===== src/rtl/raid4_rmw_pkg.sv =====
package raid4_rmw_pkg;

  typedef enum logic [2:0] {
    S_IDLE   = 3'd0,
    S_RD_DAT = 3'd1,
    S_RD_PAR = 3'd2,
    S_WR_DAT = 3'd3,
    S_WR_PAR = 3'd4,
    S_RESP   = 3'd5
  } rmw_state_e;

  // next access in the fixed order; the last access leads to the response
  function automatic rmw_state_e after_access(rmw_state_e s);
    case (s)
      S_RD_DAT: return S_RD_PAR;
      S_RD_PAR: return S_WR_DAT;
      S_WR_DAT: return S_WR_PAR;
      default:  return S_RESP;
    endcase
  endfunction

endpackage


===== src/rtl/r4_word_buf.sv =====
module r4_word_buf #(
  parameter int WORD_W = 32,
  parameter int DEPTH  = 16,
  localparam int IDX_W = (DEPTH > 1) ? $clog2(DEPTH) : 1
) (
  input  logic              clk,
  input  logic              wr_en,
  input  logic [IDX_W-1:0]  wr_idx,
  input  logic [WORD_W-1:0] wr_word,
  input  logic [IDX_W-1:0]  rd_idx,
  output logic [WORD_W-1:0] rd_word
);

  logic [WORD_W-1:0] cells [DEPTH];

  for (genvar gi = 0; gi < DEPTH; gi++) begin : g_cell
    always_ff @(posedge clk) begin
      if (wr_en && (wr_idx == IDX_W'(gi))) cells[gi] <= wr_word;
    end
  end

  // an index past the block (counter at its end) reads as zero
  assign rd_word = (int'(rd_idx) < DEPTH) ? cells[rd_idx] : '0;

endmodule


===== src/rtl/r4_beat_cnt.sv =====
module r4_beat_cnt #(
  parameter int DEPTH = 16,
  localparam int CNT_W = $clog2(DEPTH + 1)
) (
  input  logic             clk,
  input  logic             rst_n,
  input  logic             clr,
  input  logic             inc,
  output logic [CNT_W-1:0] cnt,
  output logic             full
);

  always_ff @(posedge clk) begin
    if (!rst_n)       cnt <= '0;
    else if (clr)     cnt <= '0;
    else if (inc && !full) cnt <= cnt + CNT_W'(1);
  end

  assign full = (cnt == CNT_W'(DEPTH));

endmodule


===== src/rtl/r4_seq_fsm.sv =====
module r4_seq_fsm
  import raid4_rmw_pkg::*;
(
  input  logic       clk,
  input  logic       rst_n,
  input  logic       req_fire,
  input  logic       dd_ack,
  input  logic       dd_err,
  input  logic       pd_ack,
  input  logic       pd_err,
  input  logic       blk_full,
  output rmw_state_e state,
  output logic       leave,
  output logic       err_q
);

  rmw_state_e nxt;
  logic       acc_ack;
  logic       acc_err;
  logic       acc_fail;

  always_comb begin
    acc_ack = 1'b0;
    acc_err = 1'b0;
    case (state)
      S_RD_DAT, S_WR_DAT: begin acc_ack = dd_ack; acc_err = dd_err; end
      S_RD_PAR, S_WR_PAR: begin acc_ack = pd_ack; acc_err = pd_err; end
      default: ;
    endcase
    // an acknowledge before the whole block moved is a failure too
    acc_fail = acc_ack && (acc_err || !blk_full);
  end

  always_comb begin
    nxt = state;
    case (state)
      S_IDLE: if (req_fire) nxt = S_RD_DAT;
      S_RESP: nxt = S_IDLE;
      default: if (acc_ack) nxt = acc_fail ? S_RESP : after_access(state);
    endcase
  end

  assign leave = (nxt != state);

  always_ff @(posedge clk) begin
    if (!rst_n) begin
      state <= S_IDLE;
      err_q <= 1'b0;
    end else begin
      state <= nxt;
      if (state == S_IDLE && req_fire) err_q <= 1'b0;
      else if (acc_fail)               err_q <= 1'b1;
    end
  end

endmodule


===== src/rtl/raid4_rmw_seq.sv =====
module raid4_rmw_seq
  import raid4_rmw_pkg::*;
#(
  parameter int WORD_W    = 32,
  parameter int BLK_WORDS = 16,
  parameter int STRIPE_W  = 16,
  parameter int NUM_DATA  = 4,
  localparam int DSEL_W   = (NUM_DATA > 1) ? $clog2(NUM_DATA) : 1
) (
  input  logic                clk,
  input  logic                rst_n,
  input  logic                req_valid,
  output logic                req_ready,
  input  logic [STRIPE_W-1:0] req_stripe,
  input  logic [DSEL_W-1:0]   req_disk,
  input  logic                nd_valid,
  output logic                nd_ready,
  input  logic [WORD_W-1:0]   nd_data,
  output logic                resp_done,
  output logic                resp_err,
  output logic                dd_req,
  output logic                dd_we,
  output logic [DSEL_W-1:0]   dd_sel,
  output logic [STRIPE_W-1:0] dd_stripe,
  input  logic                dd_ack,
  input  logic                dd_err,
  input  logic                dd_rvalid,
  output logic                dd_rready,
  input  logic [WORD_W-1:0]   dd_rdata,
  output logic                dd_wvalid,
  input  logic                dd_wready,
  output logic [WORD_W-1:0]   dd_wdata,
  output logic                pd_req,
  output logic                pd_we,
  output logic [STRIPE_W-1:0] pd_stripe,
  input  logic                pd_ack,
  input  logic                pd_err,
  input  logic                pd_rvalid,
  output logic                pd_rready,
  input  logic [WORD_W-1:0]   pd_rdata,
  output logic                pd_wvalid,
  input  logic                pd_wready,
  output logic [WORD_W-1:0]   pd_wdata
);

  localparam int IDX_W = (BLK_WORDS > 1) ? $clog2(BLK_WORDS) : 1;
  localparam int CNT_W = $clog2(BLK_WORDS + 1);

  rmw_state_e          state;
  logic                leave;
  logic                err_q;
  logic [CNT_W-1:0]    cnt;
  logic                blk_full;
  logic                req_fire;
  logic [STRIPE_W-1:0] stripe_q;
  logic [DSEL_W-1:0]   disk_q;

  logic                rd_beat_d, rd_beat_p, wr_beat_d, wr_beat_p, beat;
  logic [IDX_W-1:0]    widx;
  logic [WORD_W-1:0]   dbuf_word, pbuf_word, pbuf_in;
  logic                pbuf_we;

  assign req_ready = (state == S_IDLE);
  assign req_fire  = req_valid && req_ready;

  always_ff @(posedge clk) begin
    if (!rst_n) begin
      stripe_q <= '0;
      disk_q   <= '0;
    end else if (req_fire) begin
      stripe_q <= req_stripe;
      disk_q   <= req_disk;
    end
  end

  r4_seq_fsm u_fsm (
    .clk      (clk),
    .rst_n    (rst_n),
    .req_fire (req_fire),
    .dd_ack   (dd_ack),
    .dd_err   (dd_err),
    .pd_ack   (pd_ack),
    .pd_err   (pd_err),
    .blk_full (blk_full),
    .state    (state),
    .leave    (leave),
    .err_q    (err_q)
  );

  r4_beat_cnt #(.DEPTH(BLK_WORDS)) u_cnt (
    .clk   (clk),
    .rst_n (rst_n),
    .clr   (leave),
    .inc   (beat),
    .cnt   (cnt),
    .full  (blk_full)
  );

  assign widx = cnt[IDX_W-1:0];

  // disk request side
  assign dd_req    = (state == S_RD_DAT) || (state == S_WR_DAT);
  assign dd_we     = (state == S_WR_DAT);
  assign dd_sel    = disk_q;
  assign dd_stripe = stripe_q;
  assign pd_req    = (state == S_RD_PAR) || (state == S_WR_PAR);
  assign pd_we     = (state == S_WR_PAR);
  assign pd_stripe = stripe_q;

  // read streams fill the buffers
  assign dd_rready = (state == S_RD_DAT) && !blk_full;
  assign pd_rready = (state == S_RD_PAR) && !blk_full;
  assign rd_beat_d = dd_rvalid && dd_rready;
  assign rd_beat_p = pd_rvalid && pd_rready;

  // new data passes through to the data disk, back-pressured by it
  assign dd_wvalid = (state == S_WR_DAT) && !blk_full && nd_valid;
  assign nd_ready  = (state == S_WR_DAT) && !blk_full && dd_wready;
  assign dd_wdata  = nd_data;
  assign wr_beat_d = dd_wvalid && dd_wready;

  // finished parity leaves from the parity buffer
  assign pd_wvalid = (state == S_WR_PAR) && !blk_full;
  assign pd_wdata  = pbuf_word;
  assign wr_beat_p = pd_wvalid && pd_wready;

  assign beat = rd_beat_d || rd_beat_p || wr_beat_d || wr_beat_p;

  // parity buffer: loaded with old parity, then updated in place
  assign pbuf_we = rd_beat_p || wr_beat_d;
  assign pbuf_in = rd_beat_p ? pd_rdata : (pbuf_word ^ dbuf_word ^ nd_data);

  r4_word_buf #(.WORD_W(WORD_W), .DEPTH(BLK_WORDS)) u_dbuf (
    .clk     (clk),
    .wr_en   (rd_beat_d),
    .wr_idx  (widx),
    .wr_word (dd_rdata),
    .rd_idx  (widx),
    .rd_word (dbuf_word)
  );

  r4_word_buf #(.WORD_W(WORD_W), .DEPTH(BLK_WORDS)) u_pbuf (
    .clk     (clk),
    .wr_en   (pbuf_we),
    .wr_idx  (widx),
    .wr_word (pbuf_in),
    .rd_idx  (widx),
    .rd_word (pbuf_word)
  );

  assign resp_done = (state == S_RESP);
  assign resp_err  = (state == S_RESP) && err_q;

endmodule


===== config.mk =====
export PLATFORM = sky130hd
export DESIGN_NAME = raid4_rmw_seq
export DESIGN_NICKNAME = d
export VERILOG_FILES = /design/src/rtl/raid4_rmw_pkg.sv /design/src/rtl/r4_word_buf.sv /design/src/rtl/r4_beat_cnt.sv /design/src/rtl/r4_seq_fsm.sv /design/src/rtl/raid4_rmw_seq.sv
export SDC_FILE = /design/constraint.sdc
export NUM_CORES = 1
export LEC_CHECK = 0
export BUFFER_PORTS_ARGS = -buffer_cell sky130_fd_sc_hd__buf_2
export CAP_MARGIN = 5
export CORE_MARGIN = 5
export CORE_UTILIZATION = 25
export DETAILED_ROUTE_END_ITERATION = 16
export GPL_TIMING_DRIVEN = 0
export SETUP_SLACK_MARGIN = 0.05
export SLEW_MARGIN = 10
export SYNTH_ARGS = -nofsm -noshare
export SYNTH_HDL_FRONTEND = slang
export SYNTH_SLANG_ARGS = --single-unit

===== constraint.sdc =====
create_clock -name clk -period 8 [get_ports clk]
set_input_delay 0.8 -clock clk [delete_from_list [all_inputs] [get_ports clk]]
set_output_delay 0.8 -clock clk [all_outputs]
set_load 0.03 [all_outputs]

# Yosys cells after proc, flatten, opt, wreduce, memory -nomap -nowiden
# Memory sizes are Yosys's and may differ from the RTL's. A register that Yosys moved wholly into a read port is not among the register bits.
# Index checks and enable logic that the tools add are counted.
op_classes:
  mux: 166
  n_bitwise: 3
  eq_ne: 22
  addsub: 1
  reduce_logical: 91
op_table:
  columns: ["cell", "count"]
  rows:
  - ["2-to-1 mux 32 bit", 31]
  - ["OR reduction 32 bit", 30]
  - ["2-to-1 mux 4 bit", 34]
  - ["2-to-1 mux 1 bit", 94]
  - ["XOR 32 bit", 2]
  - ["logical AND 1 bit", 47]
  - ["== test 4 bit, second input constant", 8]
  - ["== test 4 x 3 -> 1 bit, second input constant", 4]
  - ["2-to-1 mux 3 bit", 3]
  - ["case mux 3 bit (3 select lines)", 1]
  - ["== test 4 x 2 -> 1 bit, second input constant", 2]
  - ["OR reduction 2 bit", 4]
  - ["logical OR 1 bit", 7]
  - ["== test 3 x 2 -> 1 bit, second input constant", 2]
  - ["== test 3 bit, second input constant", 2]
  - ["case mux 3 bit (2 select lines)", 1]
  - ["adder 5 x 1 -> 5 bit, second input constant", 1]
  - ["== test 5 bit, second input constant", 1]
  - ["== test 4 x 1 -> 1 bit, second input constant", 1]
  - ["logical NOT 4 bit", 1]
  - ["case mux 1 bit (2 select lines)", 2]
  - ["== test 3 x 1 -> 1 bit, second input constant", 1]
  - ["logical NOT 3 bit", 1]
  - ["!= test 3 bit", 1]
  - ["2 further kinds", 2]
word_totals:
  reg_bits: 27
  in_bits: 126
  out_inout_bits: 110
  mem_bits_rw: 1024
  memories: 2
memory_table:
  columns: ["name", "depth", "width", "rd", "rd_ports_with_merged_regs", "wr", "line", "rtl"]
  rows:
  - ["u_dbuf.cells", 16, 32, 1, 1, 1, "r4_word_buf.sv:14", "logic [WORD_W-1:0] cells [DEPTH];"]
  - ["u_pbuf.cells", 16, 32, 1, 1, 1, "r4_word_buf.sv:14", null]

# Longest topological paths before layout
logic_depth:
  ltp_word: 25
  mapped_depth: 9

# By module
# From an unflattened synthesis, not the netlist that was laid out.
unflattened:
  hier_cells: 1932
  area_unflattened_um2: 41264.6
by_module_without_submodules:
  columns: ["mod", "seq_area_each_um2", "instances", "cells_per_inst", "area_each_um2"]
  rows:
  - ["r4_word_buf", 15374.7, 2, 806, 19194.7]
  - ["raid4_rmw_seq", 360.3, 1, 251, 2293.4]
  - ["r4_seq_fsm", 80.1, 1, 40, 306.5]
  - ["r4_beat_cnt", 100.1, 1, 29, 275.3]

# Least setup slack after synthesis
# Ideal clock, no wire load.
synth_path:
  kind: "flip-flop to flip-flop"
  start: "register u_cnt.cnt[0]"
  end: "memory u_dbuf.cells[11][0] (enable)"
  arrival_ns: 3.336
  path_buffers: 0
  synth_period_minus_slack_ns: 3.757
  path_stages_with_launch: 8
  setup_ns: 0.421
  path_slack_ns: 4.243
  cell_sequence: "dfxtp_1 inv_1 ha_1 and3_1 nor3_1 and2_1 nand2_1 nor2_1"
synth_via:
  elab_chain_cells: 23
  word_cells_on_any_way: 113
  classes_between: "eq/ne (16); mux (62); reduce/logical (35)"
synth_lines:
  columns: ["item", "line", "rtl"]
  rows:
  - ["start: declaration", "r4_beat_cnt.sv:9", "output logic [CNT_W-1:0] cnt,"]
  - ["start signal: assignment", "r4_beat_cnt.sv:16", "else if (inc && !full) cnt <= cnt + CNT_W'(1);"]
  - ["== test 5 bit (*)", "r4_beat_cnt.sv:19", "assign full = (cnt == CNT_W'(DEPTH));"]
  - ["logical NOT 1 bit (*)", "raid4_rmw_seq.sv:111", "assign dd_rready = (state == S_RD_DAT) && !blk_full;"]
  - ["logical AND 1 bit (*)", "raid4_rmw_seq.sv:111", null]
  - ["net dd_rready", "raid4_rmw_seq.sv:28", "output logic dd_rready,"]
  - ["logical AND 1 bit (*)", "raid4_rmw_seq.sv:113", "assign rd_beat_d = dd_rvalid && dd_rready;"]
  - ["logical AND 1 bit", "r4_word_buf.sv:18", "if (wr_en && (wr_idx == IDX_W'(gi))) cells[gi] <= wr_word;"]
  - ["2-to-1 mux 1 bit", "r4_word_buf.sv:18", null]
  - ["2-to-1 mux 1 bit (implied by the code)", "r4_word_buf.sv:18", null]
  - ["OR reduction 32 bit (no source line)", null, null]
  - ["2-to-1 mux 4 bit (no source line) or 2-to-1 mux 1 bit (tied branches) (15 in series)", null, null]
  - ["end: declaration", "r4_word_buf.sv:14", null]
# The timed path passes the listed nets; every way through them passes the cells marked *.

==> results.md <==
* Status: finished, final reports clean
* Final WS setup at 3.08 ns
* F_max at 0.203 GHz
* Cells resized by post-CTS repair at 0
* CP cell instances: clkbuf_1 > inv_1 > nor2_1 > clkbuf_1 > a22oi_1 > nand2_1 > buf_2
* Synthesized area per cell at 18.1 um^2
* Hold/Removal Path Class: input pin to register
* Area Growth Syn to Fin at 19.7%
* Crit-path leading delay family: buffers and inverters
* Fin. Hold Viols at 0
* VDD IR max at about 0.00016 V
* Hold Buf Count CTS at 0
* Most frequent cells in the layout: edfxtp_1 (1024), buf_2 (274), mux2i_1 (156)
* Initial Util at 25.1%
* P_leak at 15.9 nW
* Die Area at 178000 um^2
* Clk_lat worst skew at 0.69 ns
* Routed vias/inst at about 4.7
* Setup bufs post-CTS at 0
* Commonest non-fill, non-tap cell in the layout: edfxtp_1
* Final Util at 30.1%
* Final min period at just under 5 ns
* Largest cells by area after synthesis: edfxtp_1 (72%), mux4_2 (6.8%), mux2i_1 (3.7%)
* DRT iter0 DRCs at 2386
* Post-layout nets at 2865
* DR vias at around 24000
* Mapped Cells at 2351
* Register area share after synthesis at 73.9%
* Seq cells post-synth at around 1100
* CP Launch Type: register
* Post-synth EDFFs at between 1000 and 1500
* Critical path arrival at 4.12 ns
* Pre-CTS setup slack at about 3.6 ns
* Cell variety after synth at 43
* PortBufs at 235
* Asr flop ratio synth at 0%
* Crit path required time at 7.20 ns
* RSZ-0062 raised after global routing: no
* Number of top-level pins at 236
* Antenna Violating Nets Remaining at 0
* Skew final at 0.0305 ns
* Core box area at 169000 um^2
* MaxCap Viol Count at 0
* Drt total wl at 124 mm
* Gpl congestion at 0.819
* Final HPWL DP at 87.6 mm
* DRC at 0
* Max transition margin at 29.2%
* Clock-pin slew on the worst setup and hold paths at about 0.060 ns
* Post-Syn Area at 42500 um^2
* Area share of the leading cell type in the synthesized netlist at roughly 72%
* Drt wl/cell at roughly 25 um
* Sink Count at 1055
* Worst slew pin tran at 1.06 ns
* Worst path bufs/invs at 4
* H-tree depth at 3
* Crit-path slowest cell: nor2_1
* Largest net degree at the start of global routing at 23
* CP most frequent cell: clkbuf_1
* Power per cell area at 222 nW/um^2
* Final Max Tran Viols at 0
* Num rows at 151
* Part of the cycle the worst path needs at 61.5%
* Die H at 422 um
* Die Width at 422 um
* Synth area leader: edfxtp_1
* Global-route wire length before repair at 173 mm
* Prevailing post-synth register cell: edfxtp_1
* Layout cells sized above 1 at 29.5%
* CTS max path bufs at 3
* Vias in the first global route at 23500
* CTS Buf Count at 105
* Crit-path max cell delay at 0.66 ns
* GRT Util Overall at 13.4%
* YS warnings at 0
* Clock root cell: clkbuf_16
* CP endpoint kind: output port
* Initial antenna violation count at 14
* Post-Syn Nets at 2481
* Gr ovfl total at 0
* Setup Viol. Count Final at 0
* Setup_tns at 0 ns
* Worst Path Max Fanout at 10
* CTS tree: done
* Crit Path Category: register to output port
* Drt pass-1 iters at 5
synthesized netlist by cell type, types with 3 or more instances:
cell type	instances
buf_4	76
and3_1	6
o22ai_1	50
and2_1	4
mux4_2	128
inv_1	6
nand2b_1	8
buf_1	6
mux2_2	100
xor2_1	3
a211oi_1	33
o21ai_0	69
edfxtp_1	1024
a22o_1	78
ha_1	4
clkbuf_1	42
a22oi_1	65
nand2_1	83
nand3_1	54
nand3b_1	16
a311oi_1	32
buf_6	10
a21oi_1	36
buf_2	39
nor3_1	17
a21boi_0	19
or3_1	50
nor2_1	83
nor2b_1	8
mux2i_1	156
dfxtp_1	31
cells by family after synthesis:
| logic type | count (synthesis) | share of synthesized area [%] |
|---|---|---|
| flops | 1055 | 73.9 |
| fa+ha+maj | 4 | 0.118 |
| buf+inv | 179 | 2.55 |
| simple gates | 337 | 3.84 |
| mux | 384 | 13.1 |
| xor+xnor | 4 | 0.0825 |
| compound gates | 388 | 6.43 |
final timing paths:
kind / cells past startpoint / slack, ns / endpoint / start
worst max-delay path: 7 / 3.08 / pd_wdata[11] / register
worst min-delay path: 3 / 0.39 / dd_stripe[12] / req_stripe[12]
worst max register to register: 8 / 3.50 / u_pbuf.cells[0][11] / register
worst min register to register: 2 / 0.48 / dd_sel[1] / dd_sel[1]
worst reg2reg max path, stage by stage, from the launching register on:
cell	delay (ns)
dfxtp_1	0.30
clkbuf_1	0.59
inv_1	0.35
nor2_1	0.66
clkbuf_1	0.64
a22oi_1	0.25
nand2_1	0.35
a211oi_1	0.11
a311oi_2	0.90
per-layer routing:
layer  GRT usage [%]  wire length, um  vias up
met3            2.61             8010      208
met2            23.6            63100      853
met1            16.2            47900    12200
li1                -                -    10300
met4            4.85             4740        4
met5               0               26        -
cell type report:
class | count | area [um^2]
Antenna cell | 2 | 5.00
Buffer | 173 | 1060
Clock buffer | 139 | 2780
Clock inverter | 48 | 372
Fill cell | 16500 | 118000
Inverter | 6 | 22.5
Multi-Input combinational cell | 1117 | 10500
Sequential cell | 1055 | 31400
Tap cell | 2218 | 2780
Timing Repair Buffer | 277 | 2010
state kept, by name (all words and copies together) (netlist names), named ones only:
| register | cells |
|---|---|
| dd_sel | 2 |
| dd_stripe | 16 |
| u_cnt.cnt | 5 |
| u_dbuf.cells | 512 |
| u_fsm.err_q | 1 |
| u_fsm.state | 3 |
| u_pbuf.cells | 512 |
power breakdown:
part | internal (W) | switching, W | leakage (nW)
clock network | 0.00251 | 0.00207 | 1.53
logic | 0.000205 | 0.000390 | 4.97
registers | 0.00611 | 0.00000952 | 9.44
through the flow:
step | hold WS, ns | instances | total power, W | cell area (um^2)
after floorplan | 0.464 | 2351 | 0.00657 | 42500
after global placement | 0.458 | 4804 | 0.00681 | 46400
after detailed placement | 0.467 | 4846 | 0.00684 | 47700
after CTS | 0.349 | 5033 | 0.0114 | 50800
after global routing | 0.368 | 5034 | 0.0116 | 50800
final | 0.389 | 5035 | 0.0113 | 50900
Note: power is estimated with default switching activity, not from simulation.
